### src/rtl/ssp_pkg.sv
package ssp_pkg;
  localparam int CR0_W = 16;
  localparam int CR1_W = 4;
  localparam int PSC_W = 8;
  localparam int INT_W = 4;

  // word addresses of the register map
  localparam logic [9:0] A_CTL0 = 10'd0;
  localparam logic [9:0] A_CTL1 = 10'd1;
  localparam logic [9:0] A_DATA = 10'd2;
  localparam logic [9:0] A_STAT = 10'd3;
  localparam logic [9:0] A_PSC  = 10'd4;
  localparam logic [9:0] A_MASK = 10'd5;
  localparam logic [9:0] A_RAW  = 10'd6;
  localparam logic [9:0] A_MIS  = 10'd7;

  function automatic logic [7:0] id_byte(input logic [2:0] idx);
    case (idx)
      3'd0: id_byte = 8'h22;
      3'd1: id_byte = 8'h10;
      3'd2: id_byte = 8'h04;
      3'd3: id_byte = 8'h00;
      3'd4: id_byte = 8'h0D;
      3'd5: id_byte = 8'hF0;
      3'd6: id_byte = 8'h05;
      default: id_byte = 8'hB1;
    endcase
  endfunction
endpackage

### src/rtl/ssp_fifo.sv
module ssp_fifo #(
  parameter int W     = 16,
  parameter int DEPTH = 8,
  localparam int AW   = $clog2(DEPTH),
  localparam int CW   = $clog2(DEPTH + 1)
) (
  input  logic          clk,
  input  logic          rst_n,
  input  logic          push,
  input  logic [W-1:0]  push_data,
  input  logic          pop,
  output logic [W-1:0]  head,
  output logic [CW-1:0] count
);
  localparam logic [CW-1:0] FULL = CW'(DEPTH);
  localparam logic [AW-1:0] LAST = AW'(DEPTH - 1);

  logic [W-1:0]  mem [DEPTH];
  logic [AW-1:0] wp_q, wp_d, rp_q, rp_d;
  logic [CW-1:0] cnt_q, cnt_d;
  logic          do_push, do_pop;

  assign do_push = push && (cnt_q != FULL);
  assign do_pop  = pop && (cnt_q != '0);

  always_comb begin
    wp_d  = wp_q;
    rp_d  = rp_q;
    cnt_d = cnt_q;
    if (do_push) wp_d = (wp_q == LAST) ? '0 : wp_q + 1'b1;
    if (do_pop)  rp_d = (rp_q == LAST) ? '0 : rp_q + 1'b1;
    case ({do_push, do_pop})
      2'b10:   cnt_d = cnt_q + 1'b1;
      2'b01:   cnt_d = cnt_q - 1'b1;
      default: cnt_d = cnt_q;
    endcase
  end

  always_ff @(posedge clk or negedge rst_n) begin
    if (!rst_n) begin
      wp_q  <= '0;
      rp_q  <= '0;
      cnt_q <= '0;
    end else if (do_push || do_pop) begin
      wp_q  <= wp_d;
      rp_q  <= rp_d;
      cnt_q <= cnt_d;
    end
  end

  always_ff @(posedge clk) begin
    if (do_push) mem[wp_q] <= push_data;
  end

  assign head  = mem[rp_q];
  assign count = cnt_q;
endmodule

### src/rtl/ssp_engine.sv
module ssp_engine #(
  parameter int W     = 16,
  parameter int DEPTH = 8,
  localparam int CW   = $clog2(DEPTH + 1)
) (
  input  logic          enable,
  input  logic          loopback,
  input  logic          link_attached,
  input  logic [W-1:0]  word_mask,
  input  logic [W-1:0]  tx_head,
  input  logic [CW-1:0] tx_cnt,
  input  logic [CW-1:0] rx_cnt,
  input  logic          xch_ack,
  input  logic [W-1:0]  xch_rdata,
  output logic          xch_valid,
  output logic [W-1:0]  xch_wdata,
  output logic          tx_pop,
  output logic          rx_push,
  output logic [W-1:0]  rx_word
);
  localparam logic [CW-1:0] FULL = CW'(DEPTH);

  logic can_move, internal;
  logic [W-1:0] src;

  // a word may move only if there is one to send and room to keep the reply
  assign can_move  = enable && (tx_cnt != '0) && (rx_cnt != FULL);
  assign internal  = loopback || !link_attached;
  assign xch_valid = can_move && !internal;
  assign xch_wdata = tx_head;
  assign tx_pop    = can_move && (internal || xch_ack);
  assign rx_push   = tx_pop;

  always_comb begin
    if (loopback)           src = tx_head;
    else if (link_attached) src = xch_rdata;
    else                    src = '0;
    rx_word = src & word_mask;
  end
endmodule

### src/rtl/ssp_core.sv
module ssp_core #(
  parameter int DATA_W = 16,
  parameter int DEPTH  = 8
) (
  input  logic              clk,
  input  logic              rst_n,
  input  logic              bus_sel,
  input  logic              bus_wr,
  input  logic [9:0]        bus_waddr,
  input  logic [DATA_W-1:0] bus_wdata,
  output logic [DATA_W-1:0] bus_rdata,
  output logic              irq,
  input  logic              link_attached,
  output logic              xch_valid,
  output logic [DATA_W-1:0] xch_wdata,
  input  logic              xch_ack,
  input  logic [DATA_W-1:0] xch_rdata
);
  import ssp_pkg::*;

  localparam int CW   = $clog2(DEPTH + 1);
  localparam int SZ_W = $clog2(DATA_W);
  localparam logic [CW-1:0]   FULL = CW'(DEPTH);
  localparam logic [CW-1:0]   HALF = CW'(DEPTH / 2);
  localparam logic [SZ_W-1:0] SZ_MAX = SZ_W'(DATA_W - 1);

  logic [CR0_W-1:0] ctl0_q, ctl0_d;
  logic [CR1_W-1:0] ctl1_q, ctl1_d;
  logic [PSC_W-1:0] psc_q, psc_d;
  logic [INT_W-1:0] imask_q, imask_d;
  logic             reg_we;

  logic [DATA_W-1:0] word_mask, tx_head, rx_head, rx_word;
  logic [CW-1:0]     tx_cnt, rx_cnt;
  logic              tx_push, tx_pop, rx_push, rx_pop;
  logic              data_wr, data_rd, port_en;
  logic [4:0]        status;
  logic [INT_W-1:0]  raw_int;

  assign reg_we  = bus_sel && bus_wr;
  assign data_wr = reg_we && (bus_waddr == A_DATA);
  assign data_rd = bus_sel && !bus_wr && (bus_waddr == A_DATA);
  assign port_en = ctl1_q[1];

  always_comb begin
    ctl0_d  = ctl0_q;
    ctl1_d  = ctl1_q;
    psc_d   = psc_q;
    imask_d = imask_q;
    case (bus_waddr)
      A_CTL0:  ctl0_d  = bus_wdata[CR0_W-1:0];
      A_CTL1:  ctl1_d  = bus_wdata[CR1_W-1:0];
      A_PSC:   psc_d   = bus_wdata[PSC_W-1:0];
      A_MASK:  imask_d = bus_wdata[INT_W-1:0];
      default: ;
    endcase
  end

  always_ff @(posedge clk or negedge rst_n) begin
    if (!rst_n) begin
      ctl0_q  <= '0;
      ctl1_q  <= '0;
      psc_q   <= '0;
      imask_q <= '0;
    end else if (reg_we) begin
      ctl0_q  <= ctl0_d;
      ctl1_q  <= ctl1_d;
      psc_q   <= psc_d;
      imask_q <= imask_d;
    end
  end

  assign word_mask = {DATA_W{1'b1}} >> (SZ_MAX - ctl0_q[SZ_W-1:0]);
  assign tx_push   = data_wr && (tx_cnt != FULL);
  assign rx_pop    = data_rd && (rx_cnt != '0);

  ssp_fifo #(.W(DATA_W), .DEPTH(DEPTH)) u_txq (
    .clk(clk), .rst_n(rst_n), .push(tx_push), .push_data(bus_wdata & word_mask),
    .pop(tx_pop), .head(tx_head), .count(tx_cnt)
  );

  ssp_fifo #(.W(DATA_W), .DEPTH(DEPTH)) u_rxq (
    .clk(clk), .rst_n(rst_n), .push(rx_push), .push_data(rx_word),
    .pop(rx_pop), .head(rx_head), .count(rx_cnt)
  );

  ssp_engine #(.W(DATA_W), .DEPTH(DEPTH)) u_eng (
    .enable(port_en), .loopback(ctl1_q[0]), .link_attached(link_attached),
    .word_mask(word_mask), .tx_head(tx_head), .tx_cnt(tx_cnt), .rx_cnt(rx_cnt),
    .xch_ack(xch_ack), .xch_rdata(xch_rdata), .xch_valid(xch_valid),
    .xch_wdata(xch_wdata), .tx_pop(tx_pop), .rx_push(rx_push), .rx_word(rx_word)
  );

  assign status  = {tx_cnt != '0, rx_cnt == FULL, rx_cnt != '0,
                    tx_cnt != FULL, tx_cnt == '0};
  assign raw_int = {tx_cnt <= HALF, rx_cnt >= HALF, 2'b00};
  assign irq     = |(raw_int & imask_q);

  always_comb begin
    bus_rdata = '0;
    if (bus_waddr[9:3] == 7'h7F) begin
      bus_rdata = DATA_W'(id_byte(bus_waddr[2:0]));
    end else begin
      case (bus_waddr)
        A_CTL0:  bus_rdata = DATA_W'(ctl0_q);
        A_CTL1:  bus_rdata = DATA_W'(ctl1_q);
        A_DATA:  bus_rdata = (rx_cnt != '0) ? rx_head : '0;
        A_STAT:  bus_rdata = DATA_W'(status);
        A_PSC:   bus_rdata = DATA_W'(psc_q);
        A_MASK:  bus_rdata = DATA_W'(imask_q);
        A_RAW:   bus_rdata = DATA_W'(raw_int);
        A_MIS:   bus_rdata = DATA_W'(raw_int & imask_q);
        default: bus_rdata = '0;
      endcase
    end
  end
endmodule

### config.mk
export PLATFORM = sky130hd
export DESIGN_NAME = ssp_core
export DESIGN_NICKNAME = d
export VERILOG_FILES = /design/src/rtl/ssp_pkg.sv /design/src/rtl/ssp_fifo.sv /design/src/rtl/ssp_engine.sv /design/src/rtl/ssp_core.sv
export SDC_FILE = /design/constraint.sdc
export NUM_CORES = 1
export LEC_CHECK = 0
export BUFFER_PORTS_ARGS = -buffer_cell sky130_fd_sc_hd__buf_4
export CORE_ASPECT_RATIO = 1.2
export CORE_MARGIN = 2
export CORE_UTILIZATION = 60
export DETAILED_ROUTE_END_ITERATION = 7
export GPL_TIMING_DRIVEN = 1
export PLACE_DENSITY = 0.88
export REMOVE_ABC_BUFFERS = 1
export SETUP_SLACK_MARGIN = 0.05
export SYNTH_ARGS = -nofsm -noshare
export SYNTH_HDL_FRONTEND = slang
export SYNTH_SLANG_ARGS = --single-unit
export TNS_END_PERCENT = 20
### constraint.sdc
create_clock -name clk -period 4 [get_ports clk]
set_input_delay 0 -clock clk [delete_from_list [all_inputs] [get_ports clk]]
set_output_delay 0 -clock clk [all_outputs]
set_load 0.01 [all_outputs]
After elaboration in Yosys (flattened, before gate mapping) --
Memory sizes are Yosys's and may differ from the RTL's. Index checks and enable logic that the tools add are counted.
Word-level totals: input bits 48, register bits 52, output and inout bits 34, bits in latches 0, ROM bits 0, memories kept 2, RAM bits 256, logic and storage cells 108
Cells by class: bitwise gates (word level) 4, reductions and logical operators 39, $add $sub $neg 9, $lt $le $gt $ge 2, multiply operators 0, muxes and demuxes 16, divide/modulo/power cells 0, equality and inequality tests 25, shift operators 1
Memories:
- u_rxq.mem | words 8, bits a word 16, rd ports 1, clocked after memory_dff 0, wr ports 1, line ssp_fifo.sv:18 | logic [W-1:0] mem [DEPTH];
- u_txq.mem | words 8, bits a word 16, rd ports 1, clocked after memory_dff 0, wr ports 1, line ssp_fifo.sv:18
Operators by type and width (count):
- 16-bit one-hot mux with 8 select lines | 1
- 16-bit 2-to-1 mux | 4
- 8-bit one-hot mux with 7 select lines | 1
- 10-bit by 3-bit == test with 1-bit output (second input constant) | 4
- 16-bit AND | 2
- 3-bit == test (second input constant) | 7
- 10-bit by 2-bit == test with 1-bit output (second input constant) | 2
- 2-bit AND reduction | 10
- 4-bit one-hot mux with 2 select lines | 2
- 16-bit by 4-bit right shift with 16-bit output (first input constant) | 1
- 1-bit logical AND | 14
- 3-bit by 1-bit adder with 3-bit output (second input constant) | 4
- 3-bit 2-to-1 mux | 4
- 10-bit by 1-bit == test with 1-bit output (second input constant) | 1
- 10-bit zero test | 1
- 4-bit by 1-bit adder with 4-bit output (second input constant) | 2
- 4-bit AND | 2
- 4-bit != test (second input constant) | 2
- 4-bit nonzero test | 2
- 4-bit by 1-bit subtractor with 4-bit output (second input constant) | 2
- 7-bit == test (second input constant) | 1
- 3-bit by 2-bit == test with 1-bit output (second input constant) | 2
- 2-bit by 1-bit == test with 1-bit output (second input constant) | 2
- 2-bit == test (second input constant) | 2
- 12 further kinds | 21

Logic depth before layout (Yosys ltp) --
Gate-level depths: netlist of the first run.
depth after elaboration 8, mapped depth 12, depth with buffers taken out 11

By module --
From an unflattened synthesis of the first run, not the netlist that was laid out.
Second synthesis, totals: cells, all modules 795, area, all modules 13794.5 µm²
By module, submodules not included:
- ssp_fifo (u_rxq) | seq. area each 4093.9 µm², instances 1, cells an instance 258, area an instance 5577.8 µm²
- ssp_fifo (u_txq) | seq. area each 4093.9 µm², instances 1, cells an instance 255, area an instance 5546.6 µm²
- ssp_core | seq. area each 800.8 µm², instances 1, cells an instance 207, area an instance 2157.1 µm²
- ssp_engine | seq. area each 0.0 µm², instances 1, cells an instance 75, area an instance 513.0 µm²

Least setup slack after synthesis of the first run --
OpenSTA, ideal clock, no wires.
path kind flip-flop to flip-flop, start point reg u_txq.cnt_q[2] (netlist: u_txq.count[2]), end point mem u_txq.mem[2][0], enable pin, setup slack 863 ps, arrival 2725 ps, required time 3587 ps, period minus slack after synthesis 3137 ps, cell stages (with the launch flop) 7, library setup time 413 ps, buffers on the path 1, path through dfrtp_1 -> clkbuf_1 -> nor4b_1 -> nor3_1 -> nand2_1 -> or2_2 -> nor3b_1
Between the ends: cells in the longest elaborated chain, start to end 5
Ends and longest elaborated chain:
- start, declared | line ssp_fifo.sv:20 | logic [CW-1:0] cnt_q, cnt_d;
- start signal, assigned | line ssp_fifo.sv:47 | cnt_q <= cnt_d;
- 4-bit != test * | line ssp_fifo.sv:23, ssp_core.sv:74
- 1-bit logical AND | line ssp_core.sv:74 | assign tx_push = data_wr && (tx_cnt != FULL);
- 1-bit logical AND * | line ssp_fifo.sv:23 | assign do_push = push && (cnt_q != FULL);
- 1-bit 2-to-1 mux * | line ssp_fifo.sv:52 | if (do_push) mem[wp_q] <= push_data;
- 1-bit 2-to-1 mux (not written as such) * | line ssp_fifo.sv:52
- end, declared | line ssp_fifo.sv:18
Every way passes the cells marked *; elsewhere a longest branch is shown, timed or not.

Final worst setup path of the first run --
start point reg u_rxq.cnt_q[0] (netlist: u_rxq.count[0]), end point reg u_txq.cnt_q[2] (netlist: u_txq.count[2])
Between the ends: cells in the longest elaborated chain, start to end 7, elaborated cells on any way between the ends 10, classes of those cells eq/ne: 3; mux: 1; reduce/logical: 6
Ends and longest elaborated chain:
- start, declared | line ssp_fifo.sv:20
- start signal, assigned | line ssp_fifo.sv:47
- 4-bit != test * | line ssp_engine.sv:27 | assign can_move = enable && (tx_cnt != '0) && (rx_cnt != FULL);
- 1-bit logical AND * | line ssp_engine.sv:27
- 1-bit logical AND * | line ssp_engine.sv:31 | assign tx_pop = can_move && (internal || xch_ack);
- 1-bit logical AND * | line ssp_fifo.sv:24 | assign do_pop = pop && (cnt_q != '0);
- 2-bit == test or 2-bit by 1-bit == test with 1-bit output (tied branches) | line ssp_fifo.sv:32 | case ({do_push, do_pop})
- 2-bit nonzero test (no source line)
- 2-bit AND reduction (no source line)
Marks and branches as above. A chain may end at the register's enable or synchronous reset.

==> results of run 1 <==
[registers in the layout, indices dropped and copies added, names as in the netlist]
signal       count
psc_q            8
u_txq.wp_q       3
ctl0_q          16
ctl1_q           4
u_rxq.count      4
u_rxq.rp_q       3
u_txq.mem      128
imask_q          4
u_rxq.mem      128
u_txq.count      4
u_txq.rp_q       3
u_rxq.wp_q       3
[final cells by class]
cell class	instances	area, um2	share of cell area (%)
multi-input cells	394	3908	25.57
repair buffers	127	1003	6.567
clock buffers	34	721.9	4.725
inverters	8	30.03	0.1965
well taps	274	342.8	2.244
clock inverters	16	282.8	1.851
flip-flops and latches	308	8991	58.84
[cells in the final DEF (no fill, tap or decap), drive strengths merged, types with 6 or more instances in the layout]
cell type	Yosys	layout
ha	13	13
nand2	38	38
edfxtp	256	256
a21oi	12	12
nor2	33	33
inv	8	9
o21ai	23	23
clkbuf	27	34
mux4	64	64
nand3	8	8
nor3b	8	8
nor3	15	15
nand2b	9	9
bufinv	0	7
dlygate4sd3	0	20
mux2	54	54
a22oi	18	18
and2	6	6
dfrtp	52	52
nor2b	9	9
mux2i	17	17
buf	18	107
[per-stage QoR]
stage	hold slack [ns]	worst slack, ns
floorplan	-0.2956	0.8581
global placement	0.07918	1.102
detailed placement	0.07649	0.9342
CTS	0.04304	0.9183
global route	0.1054	0.8160
finish	0.02806	0.9276
[report_power, final]
part	internal (mW)	switching (mW)
Sequential	3.44	0.00454
Clock	1.75	1.16
Combinational	0.0630	0.0726
Total	5.25	1.24
[layer usage]
metal	routed length, um	vias up	share of wire [%]	GRT usage, %
li1	-	3224	-	-
met1	11320	3950	35	36.34
met2	17090	580	52	49.88
met3	2880	111	8.8	3.950
met4	1500	0	4.6	11.73
met5	0	-	0	0
[worst paths after layout]
kind / startpoint / end / slack (ns) / cells after the start
worst max-delay path: u_rxq.count[0] / u_txq.count[2] / 0.93 / 10
worst min-delay path: rst_n / u_txq.wp_q[1] / 0.03 / 2
worst max register to register: u_rxq.count[0] / u_txq.count[2] / 0.93 / 10
worst min register to register: imask_q[1] / imask_q[1] / 0.52 / 1
max in group asynchronous: rst_n / u_rxq.rp_q[0] / 3.48 / 2
min in group clk: xch_rdata[13] / u_rxq.mem[3][13] / 0.07 / 3
[kinds of logic after synthesis]
family	Yosys count	synth area share (%)
AO/OA/AOI/OAI	84	4.312
XOR/XNOR	8	0.5343
adder cells (fa/ha/maj)	13	1.240
buffers and inverters	53	2.022
flip-flops	308	68.54
multiplexers	135	17.01
AND/OR/NAND/NOR	154	6.344
==> impl_metrics.toml, run 1 <==
[run]
drv_cap = 0

[power]
power.density_nw_per_um2 = 424.5
power.leakage_nw = 5.671
ir_worst_vdd_mv = 0.4223
finalPower_mw = 6.486

[place]
io_buffers = 81
hpwl_mm = 19.89
place.gp.congestion = 0.9051
dp.cells = 1091
postPlaceCellArea_um2 = 14070

[run_status]
outcome = "finished, final reports clean"

[critical_path]
required_ns = 4.42
startpoint_type = "register"
crit_top_cell = "ha_1"
crit_path_max_incr_delay_ns = 0.76
crit_arrival_ns = 3.50
path_max_fanout = 14
cp_num_buf_inv = 2
crit_type = "register to register"
end_kind = "register"
path_cells = "or4b_2, o2111ai_1, buf_4, inv_1, ha_1, xor2_1, ha_1, nor4b_1, a221oi_1, nand3_1"
crit_slowest_cell = "or4b_2"
critical_path.top_delay_family = "simple AND/OR/NAND/NOR gates"

[logic_synthesis]
netlist_top_cells_count = "256 x edfxtp_1, 64 x mux4_2, 52 x dfrtp_1, 51 x mux2_2, 37 x nand2_1"
synth_seq_cells = 308
synth_most_common_cell = "edfxtp_1"
synth-edff-count = 256
synth_top_area_share_pct = 58.61
syn_area_per_cell_um2 = 17.37
async_reset_ff_share_pct = 16.88
yosys_warnings = 0
synthFlopType = "edfxtp_1"
ys_types = 63
netlist.top_cell.by_area = "edfxtp_1"
syn_inst = 755
ys_seq_area_share_pct = 68.54
synth_area_leaders = "edfxtp_1 59%, mux4_2 11%, dfrtp_1 9.9%"
netlist_area_um2 = 13120

[timing]
fmax_mhz = 325.5
tightestPinTransition_ns = 1.149
finalSetupTns_ns = 0
setup_viol = 0
fin_worst_skew_ns = 0.01985
period_minus_slack_ns = 3.072
slew_headroom_pct = 22.70
drv_slew = 0
finalHoldViolCount = 0
finalCritPeriodShare_pct = 76.81
rsz0062_at_grt = "false"

[route]
wl_mm = 32.79
via_count = 7865
ant_nets = 0
drtPass1Iterations = 7
drc = 0
via_per_inst = 6.774
wire_per_inst_um = 28.25
drt_iter0_markers = 923

[floorplan]
ioPinCount = 82
die_h_um = 166.0
num_rows = 59
start_util_pct = 60.84
core-area_um2 = 21560
die_w_um = 139.0
fp.dieArea_um2 = 23060

[layout]
postLayoutCellArea_um2 = 15280
fin_cells = 1161
areaGrowthSynthToFinish_pct = 16.50
post-route-util_pct = 70.88
drive_gt1_share_pct = 33.03
diodes = 0
nets = 927
fillers = 1279

[cts]
cts-resized-gates = 0
cts.clk_slew.worst_paths_ns = 0.07
cts_made_buffers = 27
clock-sinks = 308
post-cts-setup-buffer-count = 0
cts_tree = "done"
cts-htree-levels = 1
cts-root-buf = "clkbuf_16"
postCtsHoldBufs = 20
clk_path_buf_depth = 3
clkLatencyLatePin_ns = 0.56

[grt]
grt_pass1_vias = 8046
antenna_found_initial = 0
grtUsageTotal_pct = 28.53
grt_remaining_overflow = 0
grt_first_pass_wirelength_mm = 49.40
grt_max_degree = 53

[worst_hold_path]
hp-class = "input port to async pin"
Note: power is estimated with default switching activity, not from simulation.
==> run 2: changes to the inputs <==
--- a/config.mk
+++ b/config.mk
@@ -8,10 +8,10 @@
 export BUFFER_PORTS_ARGS = -buffer_cell sky130_fd_sc_hd__buf_4
 export CORE_ASPECT_RATIO = 1.2
 export CORE_MARGIN = 2
-export CORE_UTILIZATION = 60
+export CORE_UTILIZATION = 55
 export DETAILED_ROUTE_END_ITERATION = 7
 export GPL_TIMING_DRIVEN = 1
-export PLACE_DENSITY = 0.88
+export PLACE_DENSITY = 0.85
 export REMOVE_ABC_BUFFERS = 1
 export SETUP_SLACK_MARGIN = 0.05
 export SYNTH_ARGS = -nofsm -noshare
==> constraint.sdc (replaced) <==
create_clock -name clk -period 2.6 [get_ports clk]
set_input_delay 0 -clock clk [delete_from_list [all_inputs] [get_ports clk]]
set_output_delay 0 -clock clk [all_outputs]
set_load 0.01 [all_outputs]
==> run 2 against run 1 <==
  * Sequential share of layout area shrank 1.3 points
  * Routed wire length is 2.6% lower
  * Clock power rose by 45%
  * Via count up 1.2%
  * Global-route usage down 3.0 points
  * Critical endpoint is now bus_rdata[1]
  * Die area is 8.8% higher
  * Clock skew grew 0.0015 ns
  * Hold slack better by 0.0036 ns
==> impl_metrics.toml, run 2 (synthesis gave the netlist of run 1 again) <==
[timing]
drv_slew = 0
fmax_mhz = 401.8
finalCritPeriodShare_pct = 95.72
fin_worst_skew_ns = 0.02130
slew_headroom_pct = 27.49
rsz0062_at_grt = "true"
setup_viol = 0
finalSetupTns_ns = 0
tightestPinTransition_ns = 1.076
finalHoldViolCount = 0
period_minus_slack_ns = 2.489

[grt]
grt_first_pass_wirelength_mm = 48.47
grt_pass1_vias = 7991
antenna_found_initial = 1
grt_remaining_overflow = 0
grtUsageTotal_pct = 25.56
grt_max_degree = 53

[place]
dp.cells = 1161
io_buffers = 81
place.gp.congestion = 0.8803
hpwl_mm = 19.77
postPlaceCellArea_um2 = 14390

[layout]
final_common_cell = "edfxtp_1"
post-route-util_pct = 67.10
largestRegisters = "u_rxq.mem: 128 flops, u_txq.mem: 128 flops, ctl0_q: 16 flops"
postLayoutCellArea_um2 = 15620
ff_latch_area_um2 = 8995
multi_input_area_um2 = 3966
mostFrequentLayoutCells = "256 x edfxtp_1, 128 x buf_4, 64 x mux4_2"
nets = 957
fin_cells = 1233
areaGrowthSynthToFinish_pct = 19.10
drive_gt1_share_pct = 35.55
fillers = 1398

[route]
ant_nets = 0
wl_mm = 31.93
via_per_inst = 6.458
drt_iter0_markers = 893
via_count = 7963
wire_per_inst_um = 25.90
drc = 0
drtPass1Iterations = 6

[run]
drv_cap = 0

[floorplan]
num_rows = 61
ioPinCount = 82
core-area_um2 = 23280
die_h_um = 173.2
start_util_pct = 56.34
die_w_um = 145.0
fp.dieArea_um2 = 25100

[cts]
cts_made_buffers = 28
cts_tree = "done"
clkLatencyLatePin_ns = 0.56
post-cts-setup-buffer-count = 0
clk_path_buf_depth = 3
cts-htree-levels = 1
clock-sinks = 308
cts-root-buf = "clkbuf_16"
cts.clk_slew.worst_paths_ns = 0.06

[critical_path]
path_max_fanout = 13
end_kind = "output port"
crit_type = "register to output port"
startpoint_type = "register"
crit_arrival_ns = 2.49
required_ns = 2.60
reg2reg_depth = 9

[run_status]
outcome = "finished, final reports clean"

[power]
ir_worst_vdd_mv = 0.5964
finalPower_mw = 9.719
power.density_nw_per_um2 = 622.2
power.leakage_nw = 5.834

[worst_hold_path]
hp-class = "input port to async pin"
-- run 2: changes by cell type in the layout (fill, tap and decap cells not counted), sizes merged --
cell	change
bufinv	-4
clkbuf	+2
clkinv	+8
buf	+29
diode	+1
inv	-1
clkinvlp	-4
-- run 2: what timing repair did --
item,4_1_cts,5_1_grt
endpoints found under the hold margin,168,0
resized for setup,3,17
hold buffers,20,0
setup endpoints to repair,12,24
-- run 2: per-layer routing --
metal / wire, um / vias to the layer above / global-route usage (%)
li1: - / 3292 / -
met1: 11530 / 4057 / 32.28
met2: 16220 / 486 / 43.27
met3: 2500 / 128 / 4.327
met4: 1682 / 0 / 12.50
met5: 0 / - / 0
-- run 2: critical path, cell delays in order, from the launching register on --
cell     delay [ns]
dfrtp_4        0.57
mux4_2         0.55
mux2i_1        0.26
o22ai_1        0.12
a221o_1        0.29
buf_4          0.15
-- run 2: layout make-up --
| type | count | area share, % |
|---|---|---|
| multi-input cells | 394 | 25.39 |
| clock inverters | 15 | 1.033 |
| well taps | 315 | 2.523 |
| diodes | 1 | 0.01602 |
| repair buffers | 156 | 8.307 |
| clock buffers | 36 | 4.950 |
| flip-flops and latches | 308 | 57.59 |
| inverters | 8 | 0.1922 |
-- run 2: path summary, 6_finish.rpt --
check,start,to,slack (ns)
setup / recovery,u_rxq.rp_q[0],bus_rdata[1],0.11
hold / removal,rst_n,u_rxq.count[3],0.03
setup reg to reg,u_txq.count[0],u_txq.count[2],0.19
hold reg to reg,imask_q[1],imask_q[1],0.51
max in group asynchronous,rst_n,u_rxq.rp_q[0],2.03
min in group clk,xch_rdata[11],u_rxq.mem[4][11],0.08
-- run 2: stage by stage --
stage	hold WS, ns	worst slack (ns)
floorplan	-0.2956	-0.5419
global placement	0.07641	0.08554
detailed placement	0.08292	0.04231
CTS	0.02810	0.006869
global route	0.07419	0.04161
finish	0.03166	0.1113
-- run 2: power breakdown --
part	internal, mW	leakage, nW	total [mW]	switching (mW)
clock	2.40	0.454	4.21	1.81
sequential	5.29	3.27	5.29	0.00544
combinational	0.100	2.11	0.216	0.115
